<file path="src/rtl/tgc_pkg.sv">
package tgc_pkg;

  // Synchronized levels of one lane's two count pins.
  typedef struct packed {
    logic src_a;   // counts on its rising transition
    logic src_b;   // counts on its falling transition
  } pin_pair_t;

endpackage

</file>
<file path="src/rtl/tgc_sync.sv">
module tgc_sync #(
  parameter int unsigned WIDTH  = 1,
  parameter int unsigned STAGES = 2
) (
  input  logic             clk,
  input  logic             rst_n,
  input  logic [WIDTH-1:0] async_i,
  output logic [WIDTH-1:0] sync_o
);

  logic [WIDTH-1:0] chain_q [STAGES];

  always_ff @(posedge clk or negedge rst_n) begin
    if (!rst_n) begin
      chain_q <= '{default: '0};
    end else begin
      chain_q[0] <= async_i;
      for (int s = 1; s < STAGES; s++) begin
        chain_q[s] <= chain_q[s-1];
      end
    end
  end

  assign sync_o = chain_q[STAGES-1];

endmodule

</file>
<file path="src/rtl/tgc_edge_qual.sv">
module tgc_edge_qual
  import tgc_pkg::*;
(
  input  logic      clk,
  input  logic      rst_n,
  input  pin_pair_t lvl_i,
  output logic      step_o
);

  pin_pair_t prev_q;
  logic      rise_a_hit;
  logic      fall_b_hit;

  always_ff @(posedge clk or negedge rst_n) begin
    if (!rst_n) begin
      prev_q <= '0;
    end else begin
      prev_q <= lvl_i;
    end
  end

  // Each pin is gated by the current level of its partner.
  always_comb begin
    rise_a_hit = lvl_i.src_a & ~prev_q.src_a &  lvl_i.src_b;
    fall_b_hit = ~lvl_i.src_b & prev_q.src_b & ~lvl_i.src_a;
    step_o     = rise_a_hit | fall_b_hit;
  end

endmodule

</file>
<file path="src/rtl/tgc_lane.sv">
module tgc_lane #(
  parameter int unsigned CNT_W      = 4,
  parameter int unsigned REL_STAGES = 2
) (
  input  logic             clk,
  input  logic             rst_n,
  input  logic             clear_i,
  input  logic             step_i,
  output logic [CNT_W-1:0] count_o,
  output logic             tc_o
);

  logic                  lane_arst_n;
  logic [REL_STAGES-1:0] rel_q;
  logic                  run;
  logic                  count_en;
  logic [CNT_W-1:0]      count_d;
  logic [CNT_W-1:0]      count_q;

  // The clear acts asynchronously; its release is resynchronized.
  assign lane_arst_n = rst_n & ~clear_i;

  always_ff @(posedge clk or negedge lane_arst_n) begin
    if (!lane_arst_n) begin
      rel_q <= '0;
    end else begin
      rel_q <= {rel_q[REL_STAGES-2:0], 1'b1};
    end
  end

  assign run = rel_q[REL_STAGES-1];

  always_comb begin
    count_en = run & step_i;
    count_d  = count_q + 1'b1;
  end

  always_ff @(posedge clk or negedge lane_arst_n) begin
    if (!lane_arst_n) begin
      count_q <= '0;
    end else if (count_en) begin
      count_q <= count_d;
    end
  end

  assign count_o = count_q;
  assign tc_o    = &count_q;

  AST_CLEAR_EMPTIES: assert property (@(posedge clk) disable iff (!rst_n)
    clear_i |-> (count_q == '0));

  AST_RELEASE_QUIET: assert property (@(posedge clk) disable iff (!rst_n)
    $fell(clear_i) |=> (count_q == '0) ##1 (count_q == '0));

  AST_SINGLE_STEP: assert property (@(posedge clk) disable iff (!rst_n)
    (count_q != $past(count_q)) |-> ((count_q == $past(count_q) + 1'b1) || (count_q == '0)));

  AST_NO_STRAY_COUNT: assert property (@(posedge clk) disable iff (!rst_n)
    ((count_q != $past(count_q)) && (count_q != '0)) |-> $past(step_i));

endmodule

</file>
<file path="src/rtl/twin_gated_counter.sv">
module twin_gated_counter
  import tgc_pkg::*;
#(
  parameter int unsigned NUM_LANES   = 2,
  parameter int unsigned CNT_W       = 4,
  parameter int unsigned SYNC_STAGES = 2
) (
  input  logic                       clk,
  input  logic                       rst_n,
  input  logic [NUM_LANES-1:0]       rise_src_i,
  input  logic [NUM_LANES-1:0]       fall_src_i,
  input  logic [NUM_LANES-1:0]       clear_i,
  output logic [NUM_LANES*CNT_W-1:0] count_o,
  output logic [NUM_LANES-1:0]       tc_o
);

  localparam int unsigned PIN_W = 2 * NUM_LANES;

  logic [PIN_W-1:0] pins_sync;

  tgc_sync #(
    .WIDTH  (PIN_W),
    .STAGES (SYNC_STAGES)
  ) u_pin_sync (
    .clk     (clk),
    .rst_n   (rst_n),
    .async_i ({fall_src_i, rise_src_i}),
    .sync_o  (pins_sync)
  );

  for (genvar l = 0; l < NUM_LANES; l++) begin : g_lane
    pin_pair_t lane_lvl;
    logic      lane_step;

    assign lane_lvl.src_a = pins_sync[l];
    assign lane_lvl.src_b = pins_sync[NUM_LANES + l];

    tgc_edge_qual u_qual (
      .clk    (clk),
      .rst_n  (rst_n),
      .lvl_i  (lane_lvl),
      .step_o (lane_step)
    );

    tgc_lane #(
      .CNT_W      (CNT_W),
      .REL_STAGES (2)
    ) u_lane (
      .clk     (clk),
      .rst_n   (rst_n),
      .clear_i (clear_i[l]),
      .step_i  (lane_step),
      .count_o (count_o[l*CNT_W +: CNT_W]),
      .tc_o    (tc_o[l])
    );
  end

endmodule

</file>
<file path="config.mk">
export PLATFORM = sky130hd
export DESIGN_NAME = twin_gated_counter
export DESIGN_NICKNAME = d
export VERILOG_FILES = /design/src/rtl/tgc_pkg.sv /design/src/rtl/tgc_sync.sv /design/src/rtl/tgc_edge_qual.sv /design/src/rtl/tgc_lane.sv /design/src/rtl/twin_gated_counter.sv
export SDC_FILE = /design/constraint.sdc
export NUM_CORES = 1
export LEC_CHECK = 0
export BUFFER_PORTS_ARGS = -buffer_cell sky130_fd_sc_hd__buf_2
export CORE_ASPECT_RATIO = 0.7
export CORE_MARGIN = 2
export CORE_UTILIZATION = 40
export DETAILED_ROUTE_END_ITERATION = 6
export PLACE_DENSITY_LB_ADDON = 0.25
export SETUP_SLACK_MARGIN = 0.15
export SLEW_MARGIN = 20
export SYNTH_ARGS = -nofsm -noshare
export SYNTH_HDL_FRONTEND = slang
export SYNTH_HIERARCHICAL = 1
export SYNTH_SLANG_ARGS = --single-unit
</file>
<file path="constraint.sdc">
create_clock -name clk -period 3.1 [get_ports clk]
set_clock_uncertainty 0.15 [all_clocks]
set_input_delay 0 -clock clk [delete_from_list [all_inputs] [get_ports clk]]
set_output_delay 0 -clock clk [all_outputs]
set_load 0.1 [all_outputs]
</file>
==> metrics <==
outcome=finished, final reports clean; Crit Path Class=reg -> out; Final Critical Period=1.63 ns; Syn Area/Cell=14.6 um2; Ant. Diodes=0; drt initial violations=4; first-pass GRT wire length=2.04 mm; Post-CTS Setup Inserts=0; Rel. slew slack=0.632; DRC viols=0; Hold Crit Class=in -> async; wire per inst=11.3 um; Post-DRT Antenna Nets=0; M2 GR Usage=0.173; share of layout cells above drive strength 1=0.325; post-DR vias/cell=4.56; Worst-path clk slew=0.13 ns; root buffer cell=clkbuf_4; placed cell area=931 um2; M3 GR Usage=0.0556; number of max-cap violations=0; Post-Syn Nets=68; setup TNS=0 ns; core region area=1940 um2; cts bufs inserted=3; fin crit share=0.525; pin count of the biggest net entering global routing=15; initial antenna violation count=0; IO Pins=18; nature of the critical path endpoint=output pin; Cell Area, Synth=848 um2; Setup crit start kind=flop; Sink Count=24; CTS H-tree depth=1; synthesis-to-finish area growth=25.4%; CTS max path bufs=2; # port buffers=17; RD Place Congestion=0.731; DR pass1 iterations=2; worst path arrival time=1.48 ns; starting density of the core=0.438; fmax=615 MHz; post-synthesis register bit count=24; Finished Layout Cells=105; clk_lat worst skew=0.31 ns; post-synthesis cell count=58; CTS tree=done; met1 Usage GRT=0.142; Yosys cell types=15; Crit Path Max Fanout=4; RSZ-0062 raised after global routing=false; post-synthesis sequential area ratio=0.708; routed wire length=1.19 mm; setup violators final=0; fin. max-slew vios=0; DIE WIDTH=59.0 um; Die Y=42.5 um; Hold Vio Cnt, Final=0; grt peak-use layer=met2; Worst EP required=2.95 ns; hold slack=0.143 ns; Final Net Count=94; fin area=1060 um2; HPWL after detailed placement=849 um; Layout fillers=162; Hold-fix buffers, CTS=8; via count=479; die area=2510 um2; Ys Warns=6; GRT Overall Usage=0.113; Cells after DPL=93; Worst-Margin Slew=0.551 ns; vias in the first global route=476; gr ovfl total=0; row count=13; Post-CTS Resized=0
-- per-stage QoR --
| step | utilization | setup slack (ns) |
|---|---|---|
| after global placement | 0.481 | 1.78 |
| after detailed placement | 0.481 | 1.74 |
| after floorplan | - | 0.933 |
| final | 0.549 | 1.47 |
| after global routing | 0.549 | 1.36 |
| after CTS | 0.549 | 1.45 |
-- flip-flops by register name, summed over array words and instances, names as in the netlist --
name                   cells
u_pin_sync/chain_q         4
g_lane.u_lane/count_o      8
g_lane.u_qual/prev_q       4
g_lane.u_lane/rel_q        4
u_pin_sync/sync_o          4
-- critical path: stages (launching register included) --
cell and delay (ns):
dfrtp_1 0.42, ha_1 0.18, and3_1 0.14, buf_2 0.42
-- metal layers --
layer | part of all wire | vias up
li1 | - | 235
met4 | 0 | 0
met2 | 0.46 | 16
met3 | 0.070 | 0
met5 | 0 | -
met1 | 0.47 | 228
-- cell usage after synthesis (all sizes together) --
cell | n | area (um2)
and3 | 2 | 12.5
buf | 4 | 30.0
conb | 2 | 7.51
dfrtp | 24 | 601
ha | 2 | 25.0
mux2 | 2 | 30.0
nand2 | 4 | 20.0
nand3 | 4 | 20.0
nor2 | 4 | 20.0
nor2b | 2 | 12.5
o2bb2ai | 2 | 17.5
xnor2 | 4 | 35.0
xor2 | 2 | 17.5
-- kinds of logic (layout without fill, tap and decap cells) --
kind of cell,count (synthesis),count (layout),share of synthesized area
flops,24,24,0.708
simple gates,16,16,0.100
xor+xnor,6,6,0.0619
buf+inv,4,29,0.0354
fa+ha+maj,2,2,0.0295
other cells,2,2,0.00885
compound gates,2,2,0.0207
mux,2,2,0.0354
-- worst paths after layout --
path	start	endpoint	slack, ns	cells past startpoint
setup / recovery	g_lane[0].u_lane/count_o[1]	tc_o[0]	1.47	3
min in group clk	fall_src_i[0]	u_pin_sync/chain_q[6]	0.17	2
max in group asynchronous	rst_n	u_pin_sync/sync_o[0]	1.88	3
setup reg to reg	u_pin_sync/sync_o[3]	g_lane[1].u_lane/count_o[1]	1.74	4
hold reg to reg	g_lane[0].u_lane/rel_q[0]	g_lane[0].u_lane/rel_q[1]	0.21	0
hold / removal	clear_i[1]	g_lane[1].u_lane/rel_q[1]	0.14	3
-- cell usage in the layout (no fill, tap or decap) --
cell           Yosys  final
clkbuf_4           0      3
bufinv_16          0      1
buf_2              0     17
dlygate4sd3_1      0      8
dfrtp_1           24     24
conb_1             2      2
xnor2_1            4      4
nand2_2            2      2
nor2b_1            2      2
mux2_4             2      2
ha_1               2      2
nor2_1             2      2
nor2_2             2      2
nand2_1            2      2
xor2_1             2      2
nand3_1            4      4
and3_1             2      2
o2bb2ai_1          2      2
-- final cells by class --
cell class | count | area (um2) | area share
flip-flops and latches | 24 | 601 | 0.565
clock buffers | 3 | 22.5 | 0.0212
multi-input cells | 30 | 218 | 0.205
repair buffers | 25 | 165 | 0.155
well taps | 22 | 27.5 | 0.0259
clock inverters | 1 | 30.0 | 0.0282
Power is not shown: default switching activity piles up to over one toggle a cycle in this logic, so the estimate is an artifact.
